--- config.mk ---
export PLATFORM = sky130hd
export DESIGN_NAME = sysctl_wr_unit
export DESIGN_NICKNAME = d
export VERILOG_FILES = /design/src/rtl/sysctl_pkg.sv /design/src/rtl/sysctl_decode.sv /design/src/rtl/sysctl_regbank.sv /design/src/rtl/sysctl_side.sv /design/src/rtl/sysctl_wr_unit.sv
export SDC_FILE = /design/constraint.sdc
export NUM_CORES = 1
export LEC_CHECK = 0
export BUFFER_PORTS_ARGS = -buffer_cell sky130_fd_sc_hd__buf_4
export CORE_AREA = 2 2 256 258
export DETAILED_ROUTE_END_ITERATION = 10
export DIE_AREA = 0 0 258 260
export PLACE_DENSITY = 0.56
export SETUP_SLACK_MARGIN = 0.2
export SKIP_LAST_GASP = 1
export SLEW_MARGIN = 20
export SYNTH_ARGS = -nofsm -noshare
export SYNTH_HDL_FRONTEND = slang
export SYNTH_SLANG_ARGS = --single-unit
--- constraint.sdc ---
create_clock -name clk -period 15 [get_ports clk]
set_clock_uncertainty 0.2 [all_clocks]
set_input_delay 2.25 -clock clk [delete_from_list [all_inputs] [get_ports clk]]
set_output_delay 2.25 -clock clk [all_outputs]
set_load 0.1 [all_outputs]
--- src/rtl/sysctl_pkg.sv ---
package sysctl_pkg;

  localparam int DW    = 32;
  localparam int NUM_W = 5;
  localparam int SEL_W = 3;

  // storage slots first, strobe-only slots after, then "no target"
  typedef enum logic [4:0] {
    S_INDEX, S_ELO0, S_ELO1, S_CTX, S_PMASK, S_WIRED, S_EHI, S_STATUS,
    S_CAUSE, S_EPC, S_CFG0, S_WLO, S_WHI, S_DEBUG, S_DEPC, S_TAGLO,
    S_EEPC, S_DSAVE, S_COUNT, S_COMPARE, S_NONE
  } slot_e;

  localparam int NSTORE = 18;
  localparam int NSLOT  = 20;

  // status bit positions used by the side-effect logic
  localparam int ST_IE  = 0;
  localparam int ST_EXL = 1;
  localparam int ST_ERL = 2;
  localparam int ST_UM  = 4;
  localparam int DB_DM  = 30;

  function automatic slot_e slot_of(input logic [NUM_W-1:0] num,
                                    input logic [SEL_W-1:0] sel);
    slot_e s;
    s = S_NONE;
    if (sel == '0) begin
      case (num)
        5'd0:    s = S_INDEX;
        5'd2:    s = S_ELO0;
        5'd3:    s = S_ELO1;
        5'd4:    s = S_CTX;
        5'd5:    s = S_PMASK;
        5'd6:    s = S_WIRED;
        5'd9:    s = S_COUNT;
        5'd10:   s = S_EHI;
        5'd11:   s = S_COMPARE;
        5'd12:   s = S_STATUS;
        5'd13:   s = S_CAUSE;
        5'd14:   s = S_EPC;
        5'd16:   s = S_CFG0;
        5'd18:   s = S_WLO;
        5'd19:   s = S_WHI;
        5'd23:   s = S_DEBUG;
        5'd24:   s = S_DEPC;
        5'd28:   s = S_TAGLO;
        5'd30:   s = S_EEPC;
        5'd31:   s = S_DSAVE;
        default: s = S_NONE;
      endcase
    end
    return s;
  endfunction

  function automatic logic [DW-1:0] take_mask(input slot_e s);
    case (s)
      S_INDEX:        return 32'h0000_000F;
      S_ELO0, S_ELO1: return 32'h3FFF_FFFF;
      S_CTX:          return 32'h007F_FFF0;
      S_PMASK:        return 32'h01FF_E000;
      S_WIRED:        return 32'h0000_000F;
      S_EHI:          return 32'hFFFF_E0FF;
      S_STATUS:       return 32'hFA78_FF01;
      S_CAUSE:        return 32'h0000_0300;
      S_CFG0:         return 32'h7E00_0001;
      S_WHI:          return 32'h40FF_0FF8;
      S_DEBUG:        return 32'h1330_0120;
      S_TAGLO:        return 32'hFFFF_FCF6;
      default:        return 32'hFFFF_FFFF;
    endcase
  endfunction

  function automatic logic [DW-1:0] keep_mask(input slot_e s);
    case (s)
      S_INDEX:  return 32'h8000_0000;
      S_CTX:    return 32'hFF80_0000;
      S_CAUSE:  return 32'hB000_F87C;
      S_CFG0:   return 32'h8017_FF80;
      S_DEBUG:  return 32'h8C03_FC1F;
      S_ELO0, S_ELO1, S_PMASK, S_WIRED, S_EHI, S_WHI, S_TAGLO:
                return ~take_mask(s);
      default:  return 32'h0000_0000;
    endcase
  endfunction

  function automatic logic [DW-1:0] reset_val(input slot_e s);
    case (s)
      S_STATUS: return 32'h0000_0004;
      S_CFG0:   return 32'h8000_0080;
      S_DEBUG:  return 32'h0400_0000;
      default:  return 32'h0000_0000;
    endcase
  endfunction

endpackage

--- src/rtl/sysctl_decode.sv ---
module sysctl_decode
  import sysctl_pkg::*;
(
  input  logic             clk,
  input  logic             rst_n,
  input  logic             wr_en,
  input  logic [NUM_W-1:0] wr_num,
  input  logic [SEL_W-1:0] wr_sel,
  output logic [NSLOT-1:0] hit
);

  slot_e slot;

  always_comb begin
    slot = slot_of(wr_num, wr_sel);
    hit  = '0;
    if (wr_en && (slot != S_NONE)) hit[slot] = 1'b1;
  end

  // a nonzero select never reaches any register
  p_sel_block_r2: assert property (@(posedge clk) disable iff (!rst_n)
    (wr_sel != '0) |-> (hit == '0));

  p_single_target_r2: assert property (@(posedge clk) disable iff (!rst_n)
    $onehot0(hit));

endmodule

--- src/rtl/sysctl_regbank.sv ---
module sysctl_regbank
  import sysctl_pkg::*;
(
  input  logic                       clk,
  input  logic                       rst_n,
  input  logic [NSTORE-1:0]          hit,
  input  logic [DW-1:0]              wdata,
  output logic [NSTORE-1:0][DW-1:0]  q
);

  for (genvar i = 0; i < NSTORE; i++) begin : g_reg
    localparam slot_e          SL   = slot_e'(i);
    localparam logic [DW-1:0]  KEEP = keep_mask(SL);
    localparam logic [DW-1:0]  TAKE = take_mask(SL);
    localparam logic [DW-1:0]  RSTV = reset_val(SL);

    logic [DW-1:0] r_q;
    logic [DW-1:0] r_d;
    logic          r_en;

    always_comb begin
      r_en = hit[i];
      r_d  = (r_q & KEEP) | (wdata & TAKE);
    end

    always_ff @(posedge clk or negedge rst_n) begin
      if (!rst_n)    r_q <= RSTV;
      else if (r_en) r_q <= r_d;
    end

    assign q[i] = r_q;
  end

  // no write target means the whole bank holds
  p_bank_hold_r2: assert property (@(posedge clk) disable iff (!rst_n)
    (hit == '0) |=> $stable(q));

  // index middle bits end up clear after a write
  p_index_mid_r3: assert property (@(posedge clk) disable iff (!rst_n)
    hit[S_INDEX] |=> (q[S_INDEX][30:4] == '0));

  // status never holds bits outside its writable set after a write
  p_status_bits_r5: assert property (@(posedge clk) disable iff (!rst_n)
    hit[S_STATUS] |=> ((q[S_STATUS] & ~32'hFA78_FF01) == '0));

endmodule

--- src/rtl/sysctl_side.sv ---
module sysctl_side
  import sysctl_pkg::*;
(
  input  logic          clk,
  input  logic          rst_n,
  input  logic          hit_ehi,
  input  logic          hit_status,
  input  logic          hit_debug,
  input  logic          hit_count,
  input  logic          hit_compare,
  input  logic [DW-1:0] wdata,
  input  logic [7:0]    asid_old,
  input  logic          ie_old,
  input  logic [7:0]    cause_ip,
  output logic          mode_user,
  output logic          mode_errlvl,
  output logic          mode_exclvl,
  output logic          mode_debug,
  output logic          tlb_flush,
  output logic          hw_irq_req,
  output logic          count_load,
  output logic          compare_load,
  output logic [DW-1:0] load_value
);

  logic          um_d, erl_d, exl_d, dm_d, irq_d, flush_d;
  logic          cl_d, ml_d;
  logic [DW-1:0] lv_d;
  logic          lv_en, raise, drop;

  always_comb begin
    um_d  = mode_user;
    erl_d = mode_errlvl;
    exl_d = mode_exclvl;
    dm_d  = mode_debug;
    if (hit_status) begin
      um_d  = wdata[ST_UM];
      erl_d = wdata[ST_ERL];
      exl_d = wdata[ST_EXL];
    end
    if (hit_debug) dm_d = wdata[DB_DM];

    raise = hit_status && wdata[ST_IE] && !ie_old &&
            !wdata[ST_EXL] && !wdata[ST_ERL] && !mode_debug &&
            ((wdata[15:8] & cause_ip) != 8'h00);
    drop  = hit_status && !wdata[ST_IE] && ie_old;
    irq_d = hw_irq_req;
    if (raise)     irq_d = 1'b1;
    else if (drop) irq_d = 1'b0;

    flush_d = hit_ehi && (wdata[7:0] != asid_old);
    cl_d    = hit_count;
    ml_d    = hit_compare;
    lv_en   = hit_count || hit_compare;
    lv_d    = wdata;
  end

  always_ff @(posedge clk or negedge rst_n) begin
    if (!rst_n) begin
      mode_user    <= 1'b0;
      mode_errlvl  <= 1'b1;
      mode_exclvl  <= 1'b0;
      mode_debug   <= 1'b0;
      hw_irq_req   <= 1'b0;
      tlb_flush    <= 1'b0;
      count_load   <= 1'b0;
      compare_load <= 1'b0;
    end else begin
      mode_user    <= um_d;
      mode_errlvl  <= erl_d;
      mode_exclvl  <= exl_d;
      mode_debug   <= dm_d;
      hw_irq_req   <= irq_d;
      tlb_flush    <= flush_d;
      count_load   <= cl_d;
      compare_load <= ml_d;
    end
  end

  always_ff @(posedge clk or negedge rst_n) begin
    if (!rst_n)     load_value <= '0;
    else if (lv_en) load_value <= lv_d;
  end

  // a strobe only follows a write to its own register
  p_count_src_r8: assert property (@(posedge clk) disable iff (!rst_n)
    count_load |-> $past(hit_count));
  p_cmp_src_r8: assert property (@(posedge clk) disable iff (!rst_n)
    compare_load |-> $past(hit_compare));

  // flush only after an identifier-changing EntryHi write
  p_flush_src_r9: assert property (@(posedge clk) disable iff (!rst_n)
    tlb_flush |-> $past(hit_ehi && (wdata[7:0] != asid_old)));

  // debug flag moves only on a debug write
  p_dm_stable_r10: assert property (@(posedge clk) disable iff (!rst_n)
    !hit_debug |=> $stable(mode_debug));

  // request rises only on a status write setting IE
  p_irq_rise_r11: assert property (@(posedge clk) disable iff (!rst_n)
    $rose(hw_irq_req) |-> $past(hit_status && wdata[ST_IE]));

  // request falls only on a status write clearing IE
  p_irq_fall_r12: assert property (@(posedge clk) disable iff (!rst_n)
    $fell(hw_irq_req) |-> $past(hit_status && !wdata[ST_IE]));

endmodule

--- src/rtl/sysctl_wr_unit.sv ---
module sysctl_wr_unit
  import sysctl_pkg::*;
(
  input  logic          clk,
  input  logic          rst_n,
  input  logic          wr_en,
  input  logic [4:0]    wr_num,
  input  logic [2:0]    wr_sel,
  input  logic [31:0]   wr_data,
  output logic [31:0]   index_o,
  output logic [31:0]   entrylo0_o,
  output logic [31:0]   entrylo1_o,
  output logic [31:0]   context_o,
  output logic [31:0]   pagemask_o,
  output logic [31:0]   wired_o,
  output logic [31:0]   entryhi_o,
  output logic [31:0]   status_o,
  output logic [31:0]   cause_o,
  output logic [31:0]   epc_o,
  output logic [31:0]   config0_o,
  output logic [31:0]   watchlo_o,
  output logic [31:0]   watchhi_o,
  output logic [31:0]   debug_o,
  output logic [31:0]   depc_o,
  output logic [31:0]   taglo_o,
  output logic [31:0]   errorepc_o,
  output logic [31:0]   desave_o,
  output logic          count_load,
  output logic          compare_load,
  output logic [31:0]   load_value,
  output logic          mode_user,
  output logic          mode_errlvl,
  output logic          mode_exclvl,
  output logic          mode_debug,
  output logic          tlb_flush,
  output logic          hw_irq_req
);

  // asynchronous assertion, synchronous release
  logic [1:0] rst_sync;
  logic       rst_core_n;

  always_ff @(posedge clk or negedge rst_n) begin
    if (!rst_n) rst_sync <= 2'b00;
    else        rst_sync <= {rst_sync[0], 1'b1};
  end
  assign rst_core_n = rst_sync[1];

  logic [NSLOT-1:0]          hit;
  logic [NSTORE-1:0][DW-1:0] q;

  sysctl_decode u_decode (
    .clk    (clk),
    .rst_n  (rst_core_n),
    .wr_en  (wr_en),
    .wr_num (wr_num),
    .wr_sel (wr_sel),
    .hit    (hit)
  );

  sysctl_regbank u_bank (
    .clk   (clk),
    .rst_n (rst_core_n),
    .hit   (hit[NSTORE-1:0]),
    .wdata (wr_data),
    .q     (q)
  );

  sysctl_side u_side (
    .clk          (clk),
    .rst_n        (rst_core_n),
    .hit_ehi      (hit[S_EHI]),
    .hit_status   (hit[S_STATUS]),
    .hit_debug    (hit[S_DEBUG]),
    .hit_count    (hit[S_COUNT]),
    .hit_compare  (hit[S_COMPARE]),
    .wdata        (wr_data),
    .asid_old     (q[S_EHI][7:0]),
    .ie_old       (q[S_STATUS][ST_IE]),
    .cause_ip     (q[S_CAUSE][15:8]),
    .mode_user    (mode_user),
    .mode_errlvl  (mode_errlvl),
    .mode_exclvl  (mode_exclvl),
    .mode_debug   (mode_debug),
    .tlb_flush    (tlb_flush),
    .hw_irq_req   (hw_irq_req),
    .count_load   (count_load),
    .compare_load (compare_load),
    .load_value   (load_value)
  );

  assign index_o    = q[S_INDEX];
  assign entrylo0_o = q[S_ELO0];
  assign entrylo1_o = q[S_ELO1];
  assign context_o  = q[S_CTX];
  assign pagemask_o = q[S_PMASK];
  assign wired_o    = q[S_WIRED];
  assign entryhi_o  = q[S_EHI];
  assign status_o   = q[S_STATUS];
  assign cause_o    = q[S_CAUSE];
  assign epc_o      = q[S_EPC];
  assign config0_o  = q[S_CFG0];
  assign watchlo_o  = q[S_WLO];
  assign watchhi_o  = q[S_WHI];
  assign debug_o    = q[S_DEBUG];
  assign depc_o     = q[S_DEPC];
  assign taglo_o    = q[S_TAGLO];
  assign errorepc_o = q[S_EEPC];
  assign desave_o   = q[S_DSAVE];

  // the two timer strobes never fire together
  p_strobe_excl_r8: assert property (@(posedge clk) disable iff (!rst_core_n)
    !(count_load && compare_load));

endmodule

# Yosys cells after proc, flatten, opt, wreduce, memory -nomap -nowiden
# Memories as Yosys holds them, arrays and structs flattened.
# Index checks and enable logic that the tools add are counted.
dict set report totals {
  mem_count 1
  wordCells 72
  reg_bits 606
  mem_bits_ro 160
  latch_bits 0
  inputBits 43
  output_inout_bits 616
  mem_bits_rw 0
}
dict set report op_classes {
  magnitude_cmp 2
  muxes 6
  addsub 0
  n_reduce_logical 20
  n_shift 0
  bitwise 13
  n_mul 0
  div_mod_pow 0
  eq_ne 2
}
# memory words word_bits rd rd_clocked_by_memory_dff write_ports line
set memory_table {}
lappend memory_table {{(name not given)} 32 5 1 0 0 sysctl_pkg.sv:29} ;# case (num)
# operator count
set ops {}
lappend ops {{bitwise OR 32 x 30 -> 32 bit} 2}
lappend ops {{bitwise OR 32 x 31 -> 32 bit} 2}
lappend ops {{bitwise OR 32 x 4 -> 32 bit} 2}
lappend ops {{bitwise OR 10 x 32 -> 32 bit} 1}
lappend ops {{bitwise OR 13 x 32 -> 32 bit} 1}
lappend ops {{bitwise OR 32 x 10 -> 32 bit} 1}
lappend ops {{bitwise OR 32 x 23 -> 32 bit} 1}
lappend ops {{bitwise OR 32 x 25 -> 32 bit} 1}
lappend ops {{bitwise OR 32 x 29 -> 32 bit} 1}
lappend ops {{2-to-1 mux 20 bit} 1}
lappend ops {{logical AND 1 bit} 11}
lappend ops {{bitwise AND 8 bit} 1}
lappend ops {{!= test 8 bit} 1}
lappend ops {{nonzero test 8 bit} 1}
lappend ops {{less-than comparator 5 x 6 -> 1 bit, second input constant} 1}
lappend ops {{demux 1 bit (select 5 bit)} 1}
lappend ops {{>= comparator 5 x 1 -> 1 bit, second input constant} 1}
lappend ops {{zero test 1 bit} 5}
lappend ops {{2-to-1 mux 5 bit} 1}
lappend ops {{!= test 5 bit, second input constant} 1}
lappend ops {{zero test 3 bit} 1}
lappend ops {{2-to-1 mux 1 bit} 3}
lappend ops {{nonzero test 2 bit} 1}
lappend ops {{logical OR 1 bit} 1}

# Depth between registers and ports, before layout
# Gate-level depths: netlist of the first run.
dict set report depth {
  depth_word 14
  depth_mapped 12
  mapped_depth_nobuf 8
}

# Hierarchy
# A second synthesis of the first run with hierarchy kept.
dict set report unflattened {
  hier_cells 1201
  area_unflattened_um2 18524.0
}
# mod instances seq_area_each_um2 area_per_inst_um2 cells_each
set by_module_without_submodules {}
lappend by_module_without_submodules {sysctl_regbank 1 9210.1 16269.4 1015}
lappend by_module_without_submodules {sysctl_side 1 1002.2 1622.8 100}
lappend by_module_without_submodules {sysctl_decode 1 0.0 578.1 83}
lappend by_module_without_submodules {sysctl_wr_unit 1 50.0 53.8 3}

# Least setup slack after synthesis of the first run
# Ideal clock, no wire load.
dict set report synth_path {
  path_type {input-to-reg}
  startpoint {input wr_num[0]}
  endpoint {register u_bank.g_reg[15].r_q[11]}
  t_arrival_ps 4627
  path_slack_ps 10048
  t_required_ps 14675
  stages 9
  setup_time_ps 125
  path_buffers 2
  path_cell_list {buf_2 -> inv_1 -> ha_1 -> nand2b_1 -> a32oi_2 -> nand4_2 -> nor3_4 -> buf_2 -> mux2_2}
}
dict set report synth_via {
  elab_chain_cells 7
  elab_cells_between_ends 10
  classes_between {order compare (2); eq/ne (1); mux (4); reduce/logical (2); memory (1)}
}
# element line
set synth_lines {}
lappend synth_lines {{from (decl)} sysctl_wr_unit.sv:7} ;# input logic [4:0] wr_num,
lappend synth_lines {{memory read (32 x 5 bit) *} --}
lappend synth_lines {{2-to-1 mux 5 bit *} sysctl_pkg.sv:28} ;# if (sel == '0) begin
lappend synth_lines {{less-than comparator 5 x 6 -> 1 bit (implied by the code) or >= comparator 5 x 1 -> 1 bit (tied branches)} sysctl_decode.sv:17} ;# if (wr_en && (slot != S_NONE)) hit[slot] = 1'b1;
lappend synth_lines {{logical AND 1 bit (implied by the code)} sysctl_decode.sv:17}
lappend synth_lines {{2-to-1 mux 1 bit (implied by the code)} sysctl_decode.sv:17}
lappend synth_lines {{demux 1 bit (select 5 bit)} --}
lappend synth_lines {{2-to-1 mux 20 bit *} sysctl_decode.sv:17}
lappend synth_lines {{to (signal assigned)} sysctl_regbank.sv:28} ;# else if (r_en) r_q <= r_d;
lappend synth_lines {{to (decl)} sysctl_regbank.sv:17} ;# logic [DW-1:0] r_q;
# Mark *: on every way between the ends. The rest lies on a longest branch, timed or not.
# A chain may end at the register's enable or synchronous reset.

# Worst setup path in the final report of the first run
dict set report layout_path {
  startpoint {input wr_num[0]}
  endpoint {register u_bank.g_reg[15].r_q[26]}
}
# The elaborated chain is that of the path after synthesis.

==> impl_metrics.tcl, run 1 <==
set metrics [dict create \
    fp.dieH_um 260 \
    final_common_cell "buf_4" \
    netlist_top_cells_area "dfrtp_1, mux2_2, buf_4" \
    routedWlPerCell_um 21.00 \
    grt_pass1_wl_um 75980 \
    regMostFlops "u_bank.g.r_q" \
    clockBufferDepth 3 \
    p_sw_frac 0.3655 \
    io-pin-count 659 \
    worstPathMaxFanout 15 \
    crit_path_cell_trace "buf_4 -> inv_1 -> ha_1 -> nand3_2 -> o31ai_1 -> a211oi_4 -> nand3_2 -> nor3_4 -> buf_4 -> mux2_2" \
    syn_area_mm2 0.01771 \
    dp_hpwl_um 36800 \
    cts_resized 0 \
    synth-seq-cells 410 \
    fin_crit_ns 5.382 \
    leakage_nw 12.24 \
    worst_slack_ns 9.618 \
    drt_first_iter_violations 505 \
    worst_setup_path_start_kind "primary input" \
    cp_slowest_cell "nor3_4" \
    yosysWarnings 0 \
    crit_type "primary input to flop" \
    internal-power_mw 1.911 \
    fin_crit_sh 0.3588 \
    grt_usage 0.1528 \
    post_drt_via_cell_ratio 4.162 \
    hp-start "rst_sync[0]$_DFF_PN0_" \
    pre_cts_ws_ns 8.990 \
    cts_sinks 410 \
    drt_first_pass_iters 4 \
    die-width_um 258 \
    gp_congestion 0.7844 \
    final_cell_mix "buf_4, dfrtp_1, mux2_2" \
    r2r-start "rst_sync[1]$_DFF_PN0_" \
    highest_layer "met4" \
    setup_violations 0 \
    synth.distinct_cells 57 \
    syn_inst 1200 \
    dieArea_mm2 0.06708 \
    ir_worst_vdd_mv 0.1030 \
    coreArea_mm2 0.06412 \
    rows 93 \
    wirelength_um 53080 \
    dr_wl_met3_um 3866 \
    cts-root-buf "clkbuf_16" \
    yosysSeqAreaShare 0.5795 \
    start_util 0.2762 \
    max_freq_mhz 185.8 \
    hold_buffers 0 \
    power.total_mw 3.012 \
    crit_path_end_kind "flop" \
    ant_nets 0 \
    grt.overflow.total 0 \
    cpPeakStageDelay_ns 0.92 \
    cp-startpoint "wr_num[0]" \
    cts_tree "done" \
    portBuffers 450 \
    antenna_cells 0 \
    seqPwrFrac 0.389 \
    slew_violations 0 \
    hold_viol 0 \
    ys.flop_type "dfrtp_1" \
    synth-edff-count 0 \
    drive_gt1_frac 0.5768 \
    postSynthAreaPerCell_um2 14.76 \
    grt_pass1_vias 10758 \
    met2_length_um 26790 \
    status "finished, final reports clean" \
    p_clk_frac 0.377 \
    nets 1688 \
    critPathArrivalTime_ns 5.62 \
    power_density_mw_per_mm2 132.6 \
    max-cap-violations 0 \
    pwr-share-comb 0.234 \
    setup_tns_ns 0 \
    area_growth_pct 28.25 \
    synth_top_cell_by_area "dfrtp_1" \
    reg_top3 "u_bank.g.r_q x368, u_side.load_value x32, rst_sync x2" \
    cts-buffers-inserted 46 \
    antenna_found_initial 2 \
    h-tree-depth 2 \
    synth_top_area_frac 0.5766 \
    cts_post_setup_buffers_inserted 0 \
    grt_max_degree 85 \
    holdWs_ns 0.1527 \
    clk_pin_slew_ns 0.06 \
    largest_reg_flops 368 \
    switching_power_mw 1.101 \
    num_vias 10521 \
    clk_latency_ns 0.58 \
    drc_errors 0 \
    async_reset_ff_frac 1.000 \
    tightest_slew_ns 1.060 \
    drt-met1-wl_um 21100 \
    rsz0062_at_grt "no" \
    maxSlewHeadroom 0.2911 \
    cp.required_ns 15.24 \
    hp-class "flop to flop" \
]
==> stage by stage <==
step / area [um2] / std cells / util
6_report: 22710 / 2528 / 0.3542
5_1_grt: 22710 / 2528 / 0.3542
4_1_cts: 22710 / 2528 / 0.3542
3_5_place_dp: 21170 / 2447 / 0.3302
3_3_place_gp: 21170 / 2447 / 0.3302
2_1_floorplan: 18490 / 1407 / -
==> kinds of logic after synthesis <==
family                     after synthesis  synth area share
xor gates and xnor gates                 8          0.003957
AOI/OAI and AO/OA                       25           0.01350
adders and majority gates                5          0.003533
muxes                                  404            0.2633
buffers and inverters                  287            0.1109
other                                    2         0.0004241
and+or+nand+nor                         59           0.02494
DFF                                    410            0.5795
==> final timing paths <==
kind | to | slack (ns) | cells past startpoint
setup / recovery | u_bank.g_reg[15].r_q[26]$_DFFE_PN0P_ | 9.62 | 10
min in group asynchronous | u_bank.g_reg[16].r_q[19]$_DFFE_PN0P_ | 0.16 | 0
hold / removal | rst_sync[1]$_DFF_PN0_ | 0.15 | 0
max in group asynchronous | u_bank.g_reg[7].r_q[27]$_DFFE_PN0N_ | 12.13 | 2
setup reg to reg | u_bank.g_reg[7].r_q[27]$_DFFE_PN0N_ | 12.13 | 2
hold reg to reg | rst_sync[1]$_DFF_PN0_ | 0.15 | 0
==> worst max-delay path, delay by kind of cell <==
kind            cells  cell delay (ns)
fa+ha+maj           1             0.36
compound gates      2             0.60
simple gates        3             1.31
buf+inv             3             0.69
mux                 1             0.38
==> cell usage after synthesis (all sizes together) (5+ instances only) <==
| cell type | count |
|---|---|
| buf | 249 |
| nor4 | 5 |
| nand2b | 7 |
| xor2 | 8 |
| ha | 5 |
| mux2 | 404 |
| inv | 5 |
| dfrtp | 408 |
| clkbuf | 33 |
| nor2 | 10 |
| nor3 | 12 |
==> layer usage <==
metal / global-route usage / up-vias
li1: - / 4577
met1: 0.1859 / 5438
met2: 0.2634 / 432
met3: 0.04327 / 74
met4: 0.04432 / 0
met5: 0 / -
==> final cells by class <==
cell class                      instances  area [um2]
Sequential cell                       410       10270
Clock inverter                         20       219.0
Timing Repair Buffer                  467        3510
Inverter                                5       21.27
Clock buffer                           61        1318
Multi-Input combinational cell        710        6307
Tap cell                              855        1070
Fill cell                            6315       41400
==> power by group through the flow <==
stage | Combinational (mW) | Sequential [mW] | Clock [mW]
2_1_floorplan | 0.328 | 1.49 | 0
3_3_place_gp | 0.704 | 1.19 | 0
3_5_place_dp | 0.707 | 1.19 | 0
4_1_cts | 0.707 | 1.17 | 1.17
5_1_grt | 0.723 | 1.18 | 1.22
6_report | 0.705 | 1.17 | 1.14
Power figures use the tool's default switching activity.
==> run 2: changes to the inputs <==
--- a/config.mk
+++ b/config.mk
@@ -5,10 +5,11 @@
 export SDC_FILE = /design/constraint.sdc
 export NUM_CORES = 1
 export LEC_CHECK = 0
+export ABC_AREA = 1
 export BUFFER_PORTS_ARGS = -buffer_cell sky130_fd_sc_hd__buf_4
-export CORE_AREA = 2 2 256 258
+export CORE_AREA = 2 2 259 261
 export DETAILED_ROUTE_END_ITERATION = 10
-export DIE_AREA = 0 0 258 260
+export DIE_AREA = 0 0 261 263
 export PLACE_DENSITY = 0.56
 export SETUP_SLACK_MARGIN = 0.2
 export SKIP_LAST_GASP = 1
==> constraint.sdc (replaced) <==
create_clock -name clk -period 4.8 [get_ports clk]
set_clock_uncertainty 0.2 [all_clocks]
set_input_delay 0.72 -clock clk [delete_from_list [all_inputs] [get_ports clk]]
set_output_delay 0.72 -clock clk [all_outputs]
set_load 0.1 [all_outputs]
==> run 2 against run 1 <==
Against the previous run:
- register-to-register slack worse by 9.2 ns
- critical endpoint is now u_bank.g_reg[6].r_q[18]$_DFFE_PN0P_
- clock-buffer cell count rose by 4
- first-iteration DRC count grew 110%
- largest cell class unchanged
- worst hold slack better by 0.0041 ns
- cell count up 23%
- non-clock buffer count unchanged
- global-route usage grew 1.9 points
- cell area down 2.3%
==> impl_metrics.tcl, run 2 <==
set metrics [dict create \
    fin_crit_ns 3.096 \
    hold_buffers 1 \
    p_sw_frac 0.3657 \
    setup_tns_ns 0 \
    tightest_slew_ns 1.038 \
    critPathArrivalTime_ns 3.36 \
    cts-buffers-inserted 48 \
    hold_viol 0 \
    coreArea_mm2 0.06563 \
    async_reset_ff_frac 1.000 \
    clk_pin_slew_ns 0.06 \
    h-tree-depth 2 \
    power.total_mw 9.860 \
    cts-root-buf "clkbuf_16" \
    cts_resized 0 \
    grt_pass1_vias 13180 \
    p_clk_frac 0.394 \
    antenna_found_initial 4 \
    setup_violations 0 \
    dieArea_mm2 0.06864 \
    crit_type "primary input to flop" \
    yosysSeqAreaShare 0.5970 \
    post_drt_via_cell_ratio 4.327 \
    cts_tree "done" \
    area_growth_pct 29.08 \
    io-pin-count 659 \
    cts_post_setup_buffers_inserted 0 \
    drt_first_pass_iters 8 \
    synth_top_cell_by_area "dfrtp_1" \
    ys.flop_type "dfrtp_1" \
    clk_latency_ns 0.58 \
    synth_most_common_cell "nand2_1" \
    ant_nets 0 \
    utilization 0.3381 \
    crit_path_end_kind "flop" \
    portBuffers 450 \
    dp_hpwl_um 42580 \
    hp-class "flop to flop" \
    start_util 0.2619 \
    r2r-start "rst_sync[1]$_DFF_PN0_" \
    status "finished, final reports clean" \
    fin_crit_sh 0.6449 \
    die-width_um 261 \
    fp.dieH_um 263 \
    gp_congestion 0.8148 \
    syn_area_mm2 0.01719 \
    worstHoldEndpoint "rst_sync[1]$_DFF_PN0_" \
    synth-edff-count 0 \
    yosysWarnings 0 \
    hp-start "rst_sync[0]$_DFF_PN0_" \
    reg_top3 "u_bank.g.r_q x368, u_side.load_value x32, rst_sync x2" \
    power_density_mw_per_mm2 444.4 \
    synth.distinct_cells 35 \
    r2r-end "u_bank.g_reg[15].r_q[6]$_DFFE_PN0P_" \
    netlist_top_cells_area "dfrtp_1, nand2_1, buf_4" \
    clockBufferDepth 3 \
    grt_usage 0.1718 \
    largest_reg_flops 368 \
    drc_errors 0 \
    leakage_nw 11.69 \
    rows 94 \
    worst_setup_path_start_kind "primary input" \
    cts_sinks 410 \
    grt_pass1_wl_um 87980 \
    synth-seq-cells 410 \
    hold_depth 0 \
    final_common_cell "nand2_1" \
    synth_top_area_frac 0.5939 \
    wirelength_um 60570 \
    pwr-share-comb 0.232 \
    holdWs_ns 0.1567 \
    cp.required_ns 5.06 \
    nets 2264 \
    postSynthAreaPerCell_um2 9.524 \
    ir_worst_vdd_mv 0.2257 \
    maxSlewHeadroom 0.3070 \
    netlist_top_cells_count "nand2_1, dfrtp_1, buf_4, o21ai_0, o21ai_1" \
    grt.overflow.total 0 \
    drt_first_iter_violations 1038 \
    regMostFlops "u_bank.g.r_q" \
    regToRegSetupSlack_ns 2.93 \
    grt_max_degree 107 \
    worst_slack_ns 1.704 \
    switching_power_mw 3.606 \
    r2r_cells 1 \
    final_cell_mix "nand2_1, buf_4, dfrtp_1" \
    routedWlPerCell_um 19.44 \
    drive_gt1_frac 0.2618 \
    seqPwrFrac 0.374 \
    rsz0062_at_grt "no" \
    num_vias 13484 \
    pre_cts_ws_ns 1.183 \
    max-cap-violations 0 \
    worstPathMaxFanout 54 \
    internal-power_mw 6.255 \
    max_freq_mhz 323.0 \
    syn_inst 1805 \
    slew_violations 0 \
]
-- run 2: changes by cell type in the layout (fill, tap and decap cells not counted), moves of 9 or more --
cell and delta:
inv_1 +46, mux2_1 -16, mux2_2 -358, mux2_4 -30, nand2_1 +525, nand2_2 +9, nand3_1 +43, o21ai_0 +209
o21ai_1 +164
-- run 2: worst max-delay path, cell delays in order --
cell and delay (ns):
buf_4 0.11, inv_1 0.08, ha_1 0.30, inv_1 0.06
nand2_1 0.05, nand3_1 0.07, nand3_1 0.12, nand3_2 0.16
nand3_1 0.12, nor2_2 0.05, nor2_4 0.33, nand2_2 0.68
o21ai_0 0.46
-- run 2: through the flow --
stage | cells | instance area, um2
after detailed placement | 3029 | 20520
after CTS | 3114 | 22180
final | 3116 | 22190
after floorplan | 2012 | 17970
after global routing | 3114 | 22180
after global placement | 3029 | 20520
-- run 2: final cells by class --
type	count	area, um2
fill	6830	43440
multi-input combinational	1230	5421
tap	864	1081
clock buffer	65	1315
timing repair buffer	467	3533
clock inverter	19	342.8
sequential	410	10270
antenna	2	5.005
inverter	59	224.0
-- run 2: worst max-delay path by stage --
stage	start	to	slack, ns	cells past startpoint
floorplan	rst_sync[1]$_DFF_PN0_	u_bank.g_reg[0].r_q[0]$_DFFE_PN0P_	0.58	0
global placement	wr_num[1]	u_bank.g_reg[6].r_q[15]$_DFFE_PN0P_	1.26	13
detailed placement	wr_num[1]	u_bank.g_reg[6].r_q[18]$_DFFE_PN0P_	1.18	13
CTS	wr_num[1]	u_bank.g_reg[6].r_q[18]$_DFFE_PN0P_	1.75	13
global route	wr_num[1]	u_bank.g_reg[6].r_q[17]$_DFFE_PN0P_	1.48	13
finish	wr_num[1]	u_bank.g_reg[6].r_q[18]$_DFFE_PN0P_	1.70	13
-- run 2: kinds of logic (layout without fill, tap and decap cells) --
| logic type | count (synthesis) | after routing | synth area share |
|---|---|---|---|
| adder cells (fa/ha/maj) | 5 | 5 | 0.003639 |
| flip-flops | 410 | 410 | 0.5970 |
| AO/OA/AOI/OAI | 380 | 380 | 0.1114 |
| buffers and inverters | 372 | 610 | 0.1339 |
| AND/OR/NAND/NOR | 635 | 635 | 0.1531 |
| other | 2 | 211 | 0.0004369 |
| XOR/XNOR | 1 | 1 | 0.0005096 |
-- run 2: power groups by stage --
stage	registers [mW]	clock network, mW	logic (mW)
CTS	3.68	3.99	2.30
finish	3.68	3.89	2.29
global placement	3.74	0	2.29
global route	3.70	4.14	2.36
detailed placement	3.74	0	2.29
floorplan	4.72	0	1.01
-- run 2: routing by layer --
layer	global-route usage	part of all wire	up-vias
met3	0.05652	0.091	117
met4	0.06265	0.036	0
met5	0	0	-
met1	0.2083	0.40	6521
li1	-	-	6224
met2	0.2831	0.48	622
==> run 3: changes to the inputs <==
--- a/config.mk
+++ b/config.mk
@@ -7,10 +7,10 @@
 export LEC_CHECK = 0
 export ABC_AREA = 1
 export BUFFER_PORTS_ARGS = -buffer_cell sky130_fd_sc_hd__buf_4
-export CORE_AREA = 2 2 259 261
+export CORE_AREA = 2 2 255 257
 export DETAILED_ROUTE_END_ITERATION = 10
-export DIE_AREA = 0 0 261 263
-export PLACE_DENSITY = 0.56
+export DIE_AREA = 0 0 257 259
+export PLACE_DENSITY = 0.55
 export SETUP_SLACK_MARGIN = 0.2
 export SKIP_LAST_GASP = 1
 export SLEW_MARGIN = 20
==> constraint.sdc (replaced) <==
create_clock -name clk -period 2.9 [get_ports clk]
set_clock_uncertainty 0.2 [all_clocks]
set_input_delay 0.435 -clock clk [delete_from_list [all_inputs] [get_ports clk]]
set_output_delay 0.435 -clock clk [all_outputs]
set_load 0.1 [all_outputs]
==> run 3 against run 2 <==
Against the previous run:
- register-to-register slack got worse by 1.5 ns
- core utilization increased by 1.9 points
- sequential power increased by 65%
- critical path depth increased by 2
- critical path type unchanged
- non-clock buffer count increased by 72
- die area decreased by 3.0%
- cell area increased by 2.7%
- highest routed layer unchanged
- setup slack got worse by 1.0 ns
- sequential cell count unchanged
- worst hold slack got worse by 0.024 ns
- cell count increased by 1.9%
==> impl_metrics.tcl, run 3 (same netlist as run 2, synthesis figures left out) <==
set metrics [dict create \
    setup_violations 0 \
    drive_gt1_frac 0.2696 \
    gp_congestion 0.8133 \
    final_common_cell "nand2_1" \
    top_usage_layer "met2" \
    cts_post_setup_buffers_inserted 0 \
    critical_path.most_common_cell "nand2_1" \
    cp.required_ns 3.15 \
    critPathArrivalTime_ns 2.46 \
    fin_crit_ns 2.212 \
    die-width_um 257 \
    grt_pass1_wl_um 87770 \
    worst_slack_ns 0.6880 \
    pre_cts_ws_ns 0.1300 \
    antenna_found_initial 3 \
    routedWlPerCell_um 18.80 \
    rows 93 \
    reg_top3 "u_bank.g.r_q x368, u_side.load_value x32, rst_sync x2" \
    maxSlewHeadroom 0.3501 \
    dieArea_mm2 0.06656 \
    hp-class "flop to asynchronous set/reset pin" \
    num_vias 13662 \
    grt_pass1_vias 13373 \
    nets 2334 \
    slew_violations 0 \
    start_util 0.2691 \
    leakage_nw 12.00 \
    status "finished, final reports clean" \
    final_cell_mix "nand2_1, buf_4, dfrtp_1" \
    io-pin-count 659 \
    post_drt_via_cell_ratio 4.303 \
    dp.cells 3059 \
    fin_crit_sh 0.7628 \
    crit_buf_inv 2 \
    cts_sinks 410 \
    cts-buffers-inserted 46 \
    placed_cell_area_mm2 0.02099 \
    grt_use_met1 0.2153 \
    critical-path-top-delay-family "simple AND/OR/NAND/NOR gates" \
    dp_hpwl_um 43750 \
    coreArea_mm2 0.06388 \
    grt_max_degree 86 \
    final_cells 3175 \
    cts-root-buf "clkbuf_16" \
    clockBufferDepth 3 \
    crit_type "primary input to flop" \
    grtUsageMet2 0.2966 \
    fp.dieH_um 259 \
    crit_path_end_kind "flop" \
    clk_latency_ns 0.57 \
    ir_worst_vdd_mv 0.5251 \
    ant_nets 0 \
    hold_viol 0 \
    max_freq_mhz 452.1 \
    cp_slowest_cell "nor2_4" \
    wirelength_um 59700 \
    drt_first_pass_iters 6 \
    drc_errors 0 \
    power_density_mw_per_mm2 687.3 \
    cpPeakStageDelay_ns 0.28 \
    area_growth_pct 32.55 \
    clk_pin_slew_ns 0.06 \
    worst_setup_path_start_kind "primary input" \
    grt_usage 0.1742 \
    h-tree-depth 2 \
    portBuffers 450 \
    grtUsageMet3 0.04872 \
    fin_area_mm2 0.02279 \
    largest_reg_flops 368 \
    drt_first_iter_violations 1051 \
    crit_path_cell_trace "buf_4 -> ha_1 -> nand2_1 -> nand2_1 -> nand2_1 -> nand2_1 -> nand2_1 -> nand3_2 -> nand2_2 -> nor2_2 -> nor2_4 -> buf_4 -> nand2_1 -> nand2_1 -> o21ai_0" \
    tightest_slew_ns 0.9738 \
    grt.overflow.total 0 \
    max-cap-violations 0 \
    setup_tns_ns 0 \
    cts_tree "done" \
    regMostFlops "u_bank.g.r_q" \
    rsz0062_at_grt "no" \
    worstPathMaxFanout 9 \
]
## run 3: cell types whose count changed in the layout (fill, tap and decap cells not counted), sizes merged
cell	change
dlygate4sd3	+33
clkinv	+3
bufinv	-7
buf	+39
clkbuf	-1
clkinvlp	+1
## run 3: path summary, 6_finish.rpt
kind | slack (ns) | depth (start not counted) | endpoint | start
min reg2reg | 0.13 | 0 | u_bank.g_reg[9].r_q[17]$_DFFE_PN0P_ | rst_sync[1]$_DFF_PN0_
max in group asynchronous | 1.48 | 1 | u_bank.g_reg[7].r_q[2]$_DFFE_PN1N_ | rst_sync[1]$_DFF_PN0_
max | 0.69 | 15 | u_bank.g_reg[5].r_q[3]$_DFFE_PN0P_ | wr_num[0]
min | 0.13 | 0 | u_bank.g_reg[9].r_q[17]$_DFFE_PN0P_ | rst_sync[1]$_DFF_PN0_
max reg2reg | 1.48 | 1 | u_bank.g_reg[7].r_q[2]$_DFFE_PN1N_ | rst_sync[1]$_DFF_PN0_
min in group clk | 0.15 | 4 | u_bank.g_reg[11].r_q[12]$_DFFE_PN0P_ | wr_en
## run 3: per-layer routing
metal | routed length, um | part of all wire
met5 | 0 | 0
met4 | 1610 | 0.027
met3 | 4727 | 0.079
met2 | 29200 | 0.49
met1 | 24150 | 0.40
## run 3: where the power goes
part / switching (mW) / internal, mW
clock network: 2.40 / 3.31
registers: 0.145 / 5.94
logic: 3.38 / 0.486
## run 3: layout make-up
| type | count | area [um2] |
|---|---|---|
| Antenna cell | 2 | 5.005 |
| Clock buffer | 64 | 1300 |
| Clock inverter | 16 | 155.1 |
| Fill cell | 6533 | 41100 |
| Inverter | 59 | 224.0 |
| Multi-Input combinational cell | 1230 | 5421 |
| Sequential cell | 410 | 10270 |
| Tap cell | 855 | 1070 |
| Timing Repair Buffer | 539 | 4344 |
## run 3: timing repair
item	4_1_cts	5_1_grt
resized for setup	0	0
hold buffers	34	0
endpoints found under the hold margin	75	0
## run 3: stage by stage
step / hold WS (ns) / power (mW) / utilization
2_1_floorplan: -0.06059 / 9.493 / -
3_3_place_gp: 0.01822 / 9.999 / 0.3285
3_5_place_dp: 0.02020 / 10.02 / 0.3285
4_1_cts: 0.1226 / 15.85 / 0.3566
5_1_grt: 0.1709 / 16.20 / 0.3566
6_report: 0.1327 / 15.66 / 0.3567
